<file path="config.mk">
export PLATFORM = sky130hd
export DESIGN_NAME = timeofday_ctrl
export DESIGN_NICKNAME = d
export VERILOG_FILES = /design/src/rtl/tdc_pkg.sv /design/src/rtl/tdc_ctrl.sv /design/src/rtl/tdc_regs.sv /design/src/rtl/timeofday_ctrl.sv
export SDC_FILE = /design/constraint.sdc
export NUM_CORES = 1
export LEC_CHECK = 0
export ABC_CLOCK_PERIOD_IN_PS = 3750
export CAP_MARGIN = 0
export CORE_MARGIN = 1.5
export CORE_UTILIZATION = 30
export DETAILED_ROUTE_END_ITERATION = 10
export PLACE_DENSITY = 0.59
export SLEW_MARGIN = 20
export SYNTH_ARGS = -nofsm -noshare
export SYNTH_HDL_FRONTEND = slang
export SYNTH_SLANG_ARGS = --single-unit
export TNS_END_PERCENT = 30
</file>
<file path="constraint.sdc">
create_clock -name clk -period 3.75 [get_ports clk]
set_input_delay 0.75 -clock clk [delete_from_list [all_inputs] [get_ports clk]]
set_output_delay 0.75 -clock clk [all_outputs]
set_load 0.05 [all_outputs]
</file>
<file path="src/rtl/tdc_pkg.sv">
package tdc_pkg;

  localparam int DATA_W   = 64;
  localparam int CTRL_W   = 32;

  // Register word offsets
  localparam int OFS_CTRL     = 'h07;
  localparam int OFS_STATUS   = 'h08;
  localparam int OFS_SEND     = 'h15;
  localparam int OFS_INVAL    = 'h16;
  localparam int OFS_LOAD_MOD = 'h18;
  localparam int OFS_LOAD     = 'h21;
  localparam int OFS_START    = 'h22;
  localparam int OFS_FSM      = 'h24;
  localparam int OFS_ERR      = 'h30;

  typedef enum logic [2:0] {
    TS_ERROR   = 3'd0,
    TS_STOPPED = 3'd1,
    TS_RUNNING = 3'd2,
    TS_NOTSET  = 3'd7
  } todState_e;

  typedef enum logic [1:0] {
    CMD_NONE,
    CMD_LOAD_MOD,
    CMD_LOAD,
    CMD_START
  } cmd_e;

  typedef enum logic [2:0] {
    RD_NONE,
    RD_STATUS,
    RD_CTRL,
    RD_FSM,
    RD_ERR
  } rdSel_e;

  typedef struct packed {
    logic   ctrlWr;
    logic   errClr;
    logic   sendBcast;
    logic   invalBcast;
    logic   rdEn;
    rdSel_e rdSel;
  } strobe_t;

  // Convert an MSB-first bit number into a vector index
  function automatic int beBit(input int n);
    return DATA_W - 1 - n;
  endfunction

endpackage

</file>
<file path="src/rtl/tdc_ctrl.sv">
module tdc_ctrl
  import tdc_pkg::*;
#(
  parameter int ADDR_W = 6
) (
  input  logic              clk,
  input  logic              rstN,
  input  logic              regWrEn,
  input  logic              regRdEn,
  input  logic [ADDR_W-1:0] regAddr,
  input  logic              wrMsb,
  input  logic              wrLsb,
  input  logic              errAny,
  input  logic              peerSendIn,
  input  logic              peerInvalIn,
  output todState_e         state,
  output logic              illegalCmd,
  output strobe_t           stb
);

  localparam logic [ADDR_W-1:0] A_CTRL     = ADDR_W'(OFS_CTRL);
  localparam logic [ADDR_W-1:0] A_STATUS   = ADDR_W'(OFS_STATUS);
  localparam logic [ADDR_W-1:0] A_SEND     = ADDR_W'(OFS_SEND);
  localparam logic [ADDR_W-1:0] A_INVAL    = ADDR_W'(OFS_INVAL);
  localparam logic [ADDR_W-1:0] A_LOAD_MOD = ADDR_W'(OFS_LOAD_MOD);
  localparam logic [ADDR_W-1:0] A_LOAD     = ADDR_W'(OFS_LOAD);
  localparam logic [ADDR_W-1:0] A_START    = ADDR_W'(OFS_START);
  localparam logic [ADDR_W-1:0] A_FSM      = ADDR_W'(OFS_FSM);
  localparam logic [ADDR_W-1:0] A_ERR      = ADDR_W'(OFS_ERR);

  cmd_e      cmd;
  todState_e nxtState;
  logic      reject;

  // Command decode
  always_comb begin
    cmd = CMD_NONE;
    if (regWrEn) begin
      case (regAddr)
        A_LOAD_MOD: cmd = CMD_LOAD_MOD;
        A_LOAD:     cmd = CMD_LOAD;
        A_START:    cmd = CMD_START;
        default:    cmd = CMD_NONE;
      endcase
    end
  end

  // Strobes towards the datapath
  always_comb begin
    stb.ctrlWr     = regWrEn && (regAddr == A_CTRL);
    stb.errClr     = regWrEn && (regAddr == A_ERR);
    stb.sendBcast  = regWrEn && (regAddr == A_SEND);
    stb.invalBcast = regWrEn && (regAddr == A_INVAL);
    stb.rdEn       = regRdEn;
    case (regAddr)
      A_STATUS: stb.rdSel = RD_STATUS;
      A_CTRL:   stb.rdSel = RD_CTRL;
      A_FSM:    stb.rdSel = RD_FSM;
      A_ERR:    stb.rdSel = RD_ERR;
      default:  stb.rdSel = RD_NONE;
    endcase
  end

  // Next state: error, then peer invalidate, then peer send, then local command
  always_comb begin
    nxtState = state;
    reject   = 1'b0;
    if (errAny) begin
      nxtState = TS_ERROR;
    end else if (peerInvalIn) begin
      nxtState = TS_NOTSET;
    end else if (peerSendIn) begin
      if (state == TS_NOTSET) nxtState = TS_RUNNING;
      else                    reject   = 1'b1;
    end else begin
      case (cmd)
        CMD_LOAD_MOD: begin
          if (wrMsb) nxtState = TS_NOTSET;
          else       reject   = 1'b1;
        end
        CMD_LOAD: begin
          if (state == TS_NOTSET) nxtState = wrLsb ? TS_STOPPED : TS_RUNNING;
          else                    reject   = 1'b1;
        end
        CMD_START: begin
          if (state == TS_STOPPED) nxtState = TS_RUNNING;
          else                     reject   = 1'b1;
        end
        default: nxtState = state;
      endcase
    end
  end

  always_ff @(posedge clk or negedge rstN) begin
    if (!rstN) begin
      state      <= TS_ERROR;
      illegalCmd <= 1'b0;
    end else begin
      state      <= nxtState;
      illegalCmd <= reject;
    end
  end

endmodule

</file>
<file path="src/rtl/tdc_regs.sv">
module tdc_regs
  import tdc_pkg::*;
#(
  parameter int ERR_W = 16
) (
  input  logic              clk,
  input  logic              rstN,
  input  strobe_t           stb,
  input  logic [CTRL_W-1:0] ctrlData,
  input  logic [ERR_W-1:0]  errClrData,
  input  logic [ERR_W-1:0]  errEvent,
  input  logic              running,
  input  logic              cfgPrimary,
  input  logic              cfgSecondary,
  output logic [DATA_W-1:0] rdData,
  output logic              rdValid,
  output logic              bcastSend,
  output logic              bcastInval
);

  // Control shadow: MSB-first bit 0 and bits 3..31 are stored, bits 1 and 2 forced
  localparam int LO_W = CTRL_W - 3;

  function automatic logic [DATA_W-1:0] statusBase();
    logic [DATA_W-1:0] v;
    v = '0;
    for (int i = 6; i <= 10; i++) v[beBit(i)] = 1'b1;
    v[beBit(12)] = 1'b1;
    v[beBit(21)] = 1'b1;
    v[beBit(26)] = 1'b1;
    return v;
  endfunction

  localparam logic [DATA_W-1:0] STATUS_BASE = statusBase();

  logic              ctrlHi;
  logic [LO_W-1:0]   ctrlLo;
  logic [ERR_W-1:0]  errQ;
  logic [DATA_W-1:0] statusWord;
  logic [DATA_W-1:0] ctrlWord;
  logic [DATA_W-1:0] rdNext;

  always_ff @(posedge clk or negedge rstN) begin
    if (!rstN) begin
      ctrlHi <= 1'b0;
      ctrlLo <= '0;
    end else if (stb.ctrlWr) begin
      ctrlHi <= ctrlData[CTRL_W-1];
      ctrlLo <= ctrlData[LO_W-1:0];
    end
  end

  // Error bits: set wins over a same-cycle clear
  for (genvar i = 0; i < ERR_W; i++) begin : g_err
    always_ff @(posedge clk or negedge rstN) begin
      if (!rstN)                             errQ[i] <= 1'b0;
      else if (errEvent[i])                  errQ[i] <= 1'b1;
      else if (stb.errClr && errClrData[i])  errQ[i] <= 1'b0;
    end
  end

  always_comb begin
    statusWord = STATUS_BASE;
    if (running) statusWord[beBit(20)] = 1'b1;
    if (cfgPrimary)        statusWord[beBit(23)] = 1'b1;
    else if (cfgSecondary) statusWord[beBit(24)] = 1'b1;
    else                   statusWord[beBit(25)] = 1'b1;
  end

  assign ctrlWord = {ctrlHi, cfgPrimary, 1'b1, ctrlLo, {(DATA_W-CTRL_W){1'b0}}};

  always_comb begin
    case (stb.rdSel)
      RD_STATUS: rdNext = statusWord;
      RD_CTRL:   rdNext = ctrlWord;
      RD_FSM:    rdNext = running ? (DATA_W'(1) << beBit(4)) : '0;
      RD_ERR:    rdNext = DATA_W'(errQ);
      default:   rdNext = '0;
    endcase
  end

  always_ff @(posedge clk or negedge rstN) begin
    if (!rstN) begin
      rdData     <= '0;
      rdValid    <= 1'b0;
      bcastSend  <= 1'b0;
      bcastInval <= 1'b0;
    end else begin
      rdData     <= stb.rdEn ? rdNext : '0;
      rdValid    <= stb.rdEn;
      bcastSend  <= stb.sendBcast;
      bcastInval <= stb.invalBcast;
    end
  end

endmodule

</file>
<file path="src/rtl/timeofday_ctrl.sv">
module timeofday_ctrl
  import tdc_pkg::*;
#(
  parameter int ADDR_W = 6,
  parameter int ERR_W  = 16
) (
  input  logic              clk,
  input  logic              rstN,
  input  logic              regWrEn,
  input  logic              regRdEn,
  input  logic [ADDR_W-1:0] regAddr,
  input  logic [DATA_W-1:0] regWrData,
  output logic [DATA_W-1:0] regRdData,
  output logic              rdValid,
  input  logic              peerSendIn,
  input  logic              peerInvalIn,
  output logic              bcastSend,
  output logic              bcastInval,
  input  logic [ERR_W-1:0]  errEvent,
  input  logic              cfgPrimary,
  input  logic              cfgSecondary,
  output logic [2:0]        fsmState,
  output logic              illegalCmd
);

  todState_e state;
  strobe_t   stb;
  logic      unusedWrAll;

  assign unusedWrAll = ^regWrData;

  tdc_ctrl #(.ADDR_W(ADDR_W)) u_ctrl (
    .clk        (clk),
    .rstN       (rstN),
    .regWrEn    (regWrEn),
    .regRdEn    (regRdEn),
    .regAddr    (regAddr),
    .wrMsb      (regWrData[DATA_W-1]),
    .wrLsb      (regWrData[0]),
    .errAny     (|errEvent),
    .peerSendIn (peerSendIn),
    .peerInvalIn(peerInvalIn),
    .state      (state),
    .illegalCmd (illegalCmd),
    .stb        (stb)
  );

  tdc_regs #(.ERR_W(ERR_W)) u_regs (
    .clk         (clk),
    .rstN        (rstN),
    .stb         (stb),
    .ctrlData    (regWrData[DATA_W-1:DATA_W-CTRL_W]),
    .errClrData  (regWrData[ERR_W-1:0]),
    .errEvent    (errEvent),
    .running     (state == TS_RUNNING),
    .cfgPrimary  (cfgPrimary),
    .cfgSecondary(cfgSecondary),
    .rdData      (regRdData),
    .rdValid     (rdValid),
    .bcastSend   (bcastSend),
    .bcastInval  (bcastInval)
  );

  assign fsmState = state;

endmodule

</file>
==> results.md <==
* Antenna violations before repair at 0
* Initial Utilization at 30.9%
* Final period util at 79.4%
* Mapped Area at 4090 sq um
* Core box area at 13200 sq um
* Number of CTS-inserted buffers at 9
* Clock Path Buffers at 2
* Final hold slack at 0.455 ns
* Synthesized area per cell at 12.8 sq um
* Final setup vio count at 0
* Nets at 546
* Final ANT Viol Nets at 0
* Worst-Margin Slew at 0.767 ns
* Root Buffer: clkbuf_16
* HP Class: input port to async pin
* Async set or reset register ratio after synthesis at 100%
* Slew HR at around half
* Synth warn at 0
* Layout cells sized above 1 at just over 6%
* IR drop worst, VDD at about 0.18 mV
* Skew-Pair Late Insertion Delay at 0.34 ns
* Largest stage delay on the critical path at approximately 0.58 ns
* Drt via density at 4.60
* Pwr Density at between 400 and 500 nW/um^2
* Clock edge transition at the registers on the reported setup and hold paths at 0.06 ns
* Total clock sinks at between 100 and 150
* Most frequent cells in the layout: clkdlybuf4s50_1 (129), dfrtp_1 (101), and3_1 (36)
* Peak Freq at 336 MHz
* Outcome: finished clean
* Die H at about 120 um
* Via count at 2887
* Worst setup path class: input port to register
* Max-Cap Viols at 0
* First-pass GRT wire length at 15900 um
* Gpl congestion at 0.892
* Final wirelength at 9840 um
* Setup Skew at roughly 0.0065 ns
* Register Area at 2530 sq um
* CP cell instances: clkdlybuf4s50_1 > nand2b_1 > nor3b_1 > o211a_1 > inv_1 > ha_1 > or2_2 > a21oi_1 > and4_1 > a211oi_1
* Filler cells at approximately 1200
* Distinct cell type count of the synthesized netlist at between 40 and 50
* Slowest CP cell: clkdlybuf4s50_1
* Gr usage total at 14.3%
* H-tree Lvls at 3
* Detailed Place HPWL at 6970 um
* Number of setup buffers added after CTS at 0
* Die Wd at 120 um
* Hold_buf cts at 0
* Overflow after GRT at 0
* Critical path data required time at 3.96 ns
* First-pass DRT Iterations at 4
* ANT cells at 0
* Finished Cell Area at 5850 sq um
* Mapped Cells at between 300 and 400
* Leak at 2.71 nW
* Synthesis-to-layout area growth at 43.2%
* Area of the multi-input gates at 1410 sq um
* Final Max Tran Viols at 0
* Dpl cell area at 5520 sq um
* Row count at 42
* Register area share after synthesis at 61.8%
* WL per Instance at 15.7 um
* Largest net degree at the start of global routing at 86
* CTS tree: built
* CP Capture Type: register
* Final Hold Fails at 0
* Critical path depth at 10
* Crit path max fanout at 9
* Utilization after layout at 44.2%
* RSZ-0062 raised after global routing: no
* Most common cell after layout, fill and taps aside: clkdlybuf4s50_1
* Startpoint types: input port
* DR DRC count at 0
* CP Buf/Inv Count at 2
* Vias in the first global route at approximately 3000
* Iteration-0 DRC count of the detailed router at 122
* Most used DFF post-synth: dfrtp_1
* Boundary Pins at 165
* Port Buffers at 130
* Post-layout min period at 2.98 ns
* Top delay family on crit path: simple AND/OR/NAND/NOR gates
* Setup TNS at 0 ns
* Critical path arrival at 3.18 ns
* Post-CTS resize count at 0
* Synth Register Bits at 101
* Number of synthesized flops with an enable pin at 0
* R2R cell count at 4
* Full die area at around 14000 sq um
==> sequential cells by signal (all words and copies together), names as in the netlist <==
name	flops
u_regs.rdData	48
u_ctrl.state	3
u_regs.rdValid	1
u_regs.errQ	16
u_regs.bcastInval	1
u_ctrl.illegalCmd	1
u_regs.ctrlLo	29
u_regs.bcastSend	1
u_regs.ctrlHi	1
==> layout make-up <==
type | instances | area share [%]
well taps | 176 | 3.76
repair buffers | 136 | 23.2
multi-input cells | 197 | 24.0
inverters | 3 | 0.192
clock buffers | 12 | 4.38
clock inverters | 3 | 1.18
flip-flops and latches | 101 | 43.2
==> synth_stat cells, types with 2 or more instances <==
cell type	instances	area, sq um
nand3b_1	2	15.0
and3_1	36	225
nor4_1	5	31.3
a22oi_1	3	22.5
nor2_1	13	48.8
and4_1	2	17.5
nor3b_1	4	30.0
clkbuf_1	11	41.3
inv_1	3	11.3
nand3_1	2	10.0
dfrtp_1	101	2530
nor2b_1	3	18.8
buf_2	5	25.0
nand2_1	20	75.1
a221oi_1	2	17.5
and2_1	4	25.0
a211oi_1	3	22.5
ha_1	4	50.1
or3b_1	2	17.5
nor4bb_1	2	20.0
buf_4	16	120
a21oi_1	2	10.0
mux2_1	30	338
a21o_1	25	188
==> worst reg2reg max path: stages (launching register included) <==
cell and delay [ns]:
dfrtp_1 0.42, or3b_1 0.41, a211oi_1 0.26, o21ai_1 0.14, a221oi_1 0.28
==> routing by layer <==
metal	up-vias	GRT usage, %	part of all wire (%)
met5	-	0	0
met1	1441	18.9	45
li1	1344	-	-
met3	13	3.99	6.1
met2	89	22.7	48
met4	0	4.76	1.2
==> cells by family after synthesis <==
group / Yosys count / synth area share, %
AOI/OAI and AO/OA: 42 / 8.30
adders and majority gates: 4 / 1.22
buffers and inverters: 36 / 5.11
muxes: 31 / 8.51
DFF: 101 / 61.8
other: 1 / 0.0918
and+or+nand+nor: 103 / 14.7
xor gates and xnor gates: 1 / 0.214
==> path summary, 6_finish.rpt <==
| path | startpoint | end | slack, ns |
|---|---|---|---|
| setup reg to reg | u_ctrl.state[1] | u_ctrl.state[2] | 2.14 |
| min in group clk | u_regs.errQ[5] | u_regs.errQ[5] | 0.47 |
| setup / recovery | regAddr[1] | u_ctrl.state[0] | 0.77 |
| max in group asynchronous | rstN | u_regs.rdData[51] | 2.55 |
| hold reg to reg | u_regs.errQ[5] | u_regs.errQ[5] | 0.47 |
| hold / removal | rstN | u_regs.rdData[7] | 0.46 |
==> where the power goes <==
| part | internal (W) | switching [W] |
|---|---|---|
| Combinational | 0.000109 | 0.000119 |
| Clock | 0.000619 | 0.000384 |
| Sequential | 0.00114 | 0.0000205 |
| Total | 0.00186 | 0.000523 |
==> per-stage QoR <==
| step | power, W | setup slack, ns | std cells |
|---|---|---|---|
| 6_report | 0.00239 | 0.773 | 628 |
| 5_1_grt | 0.00249 | 0.526 | 628 |
| 4_1_cts | 0.00242 | 0.769 | 628 |
| 3_5_place_dp | 0.00141 | 0.407 | 613 |
| 3_3_place_gp | 0.00140 | 0.490 | 613 |
| 2_1_floorplan | 0.00128 | 1.12 | 334 |
Note: power is estimated with default switching activity, not from simulation.
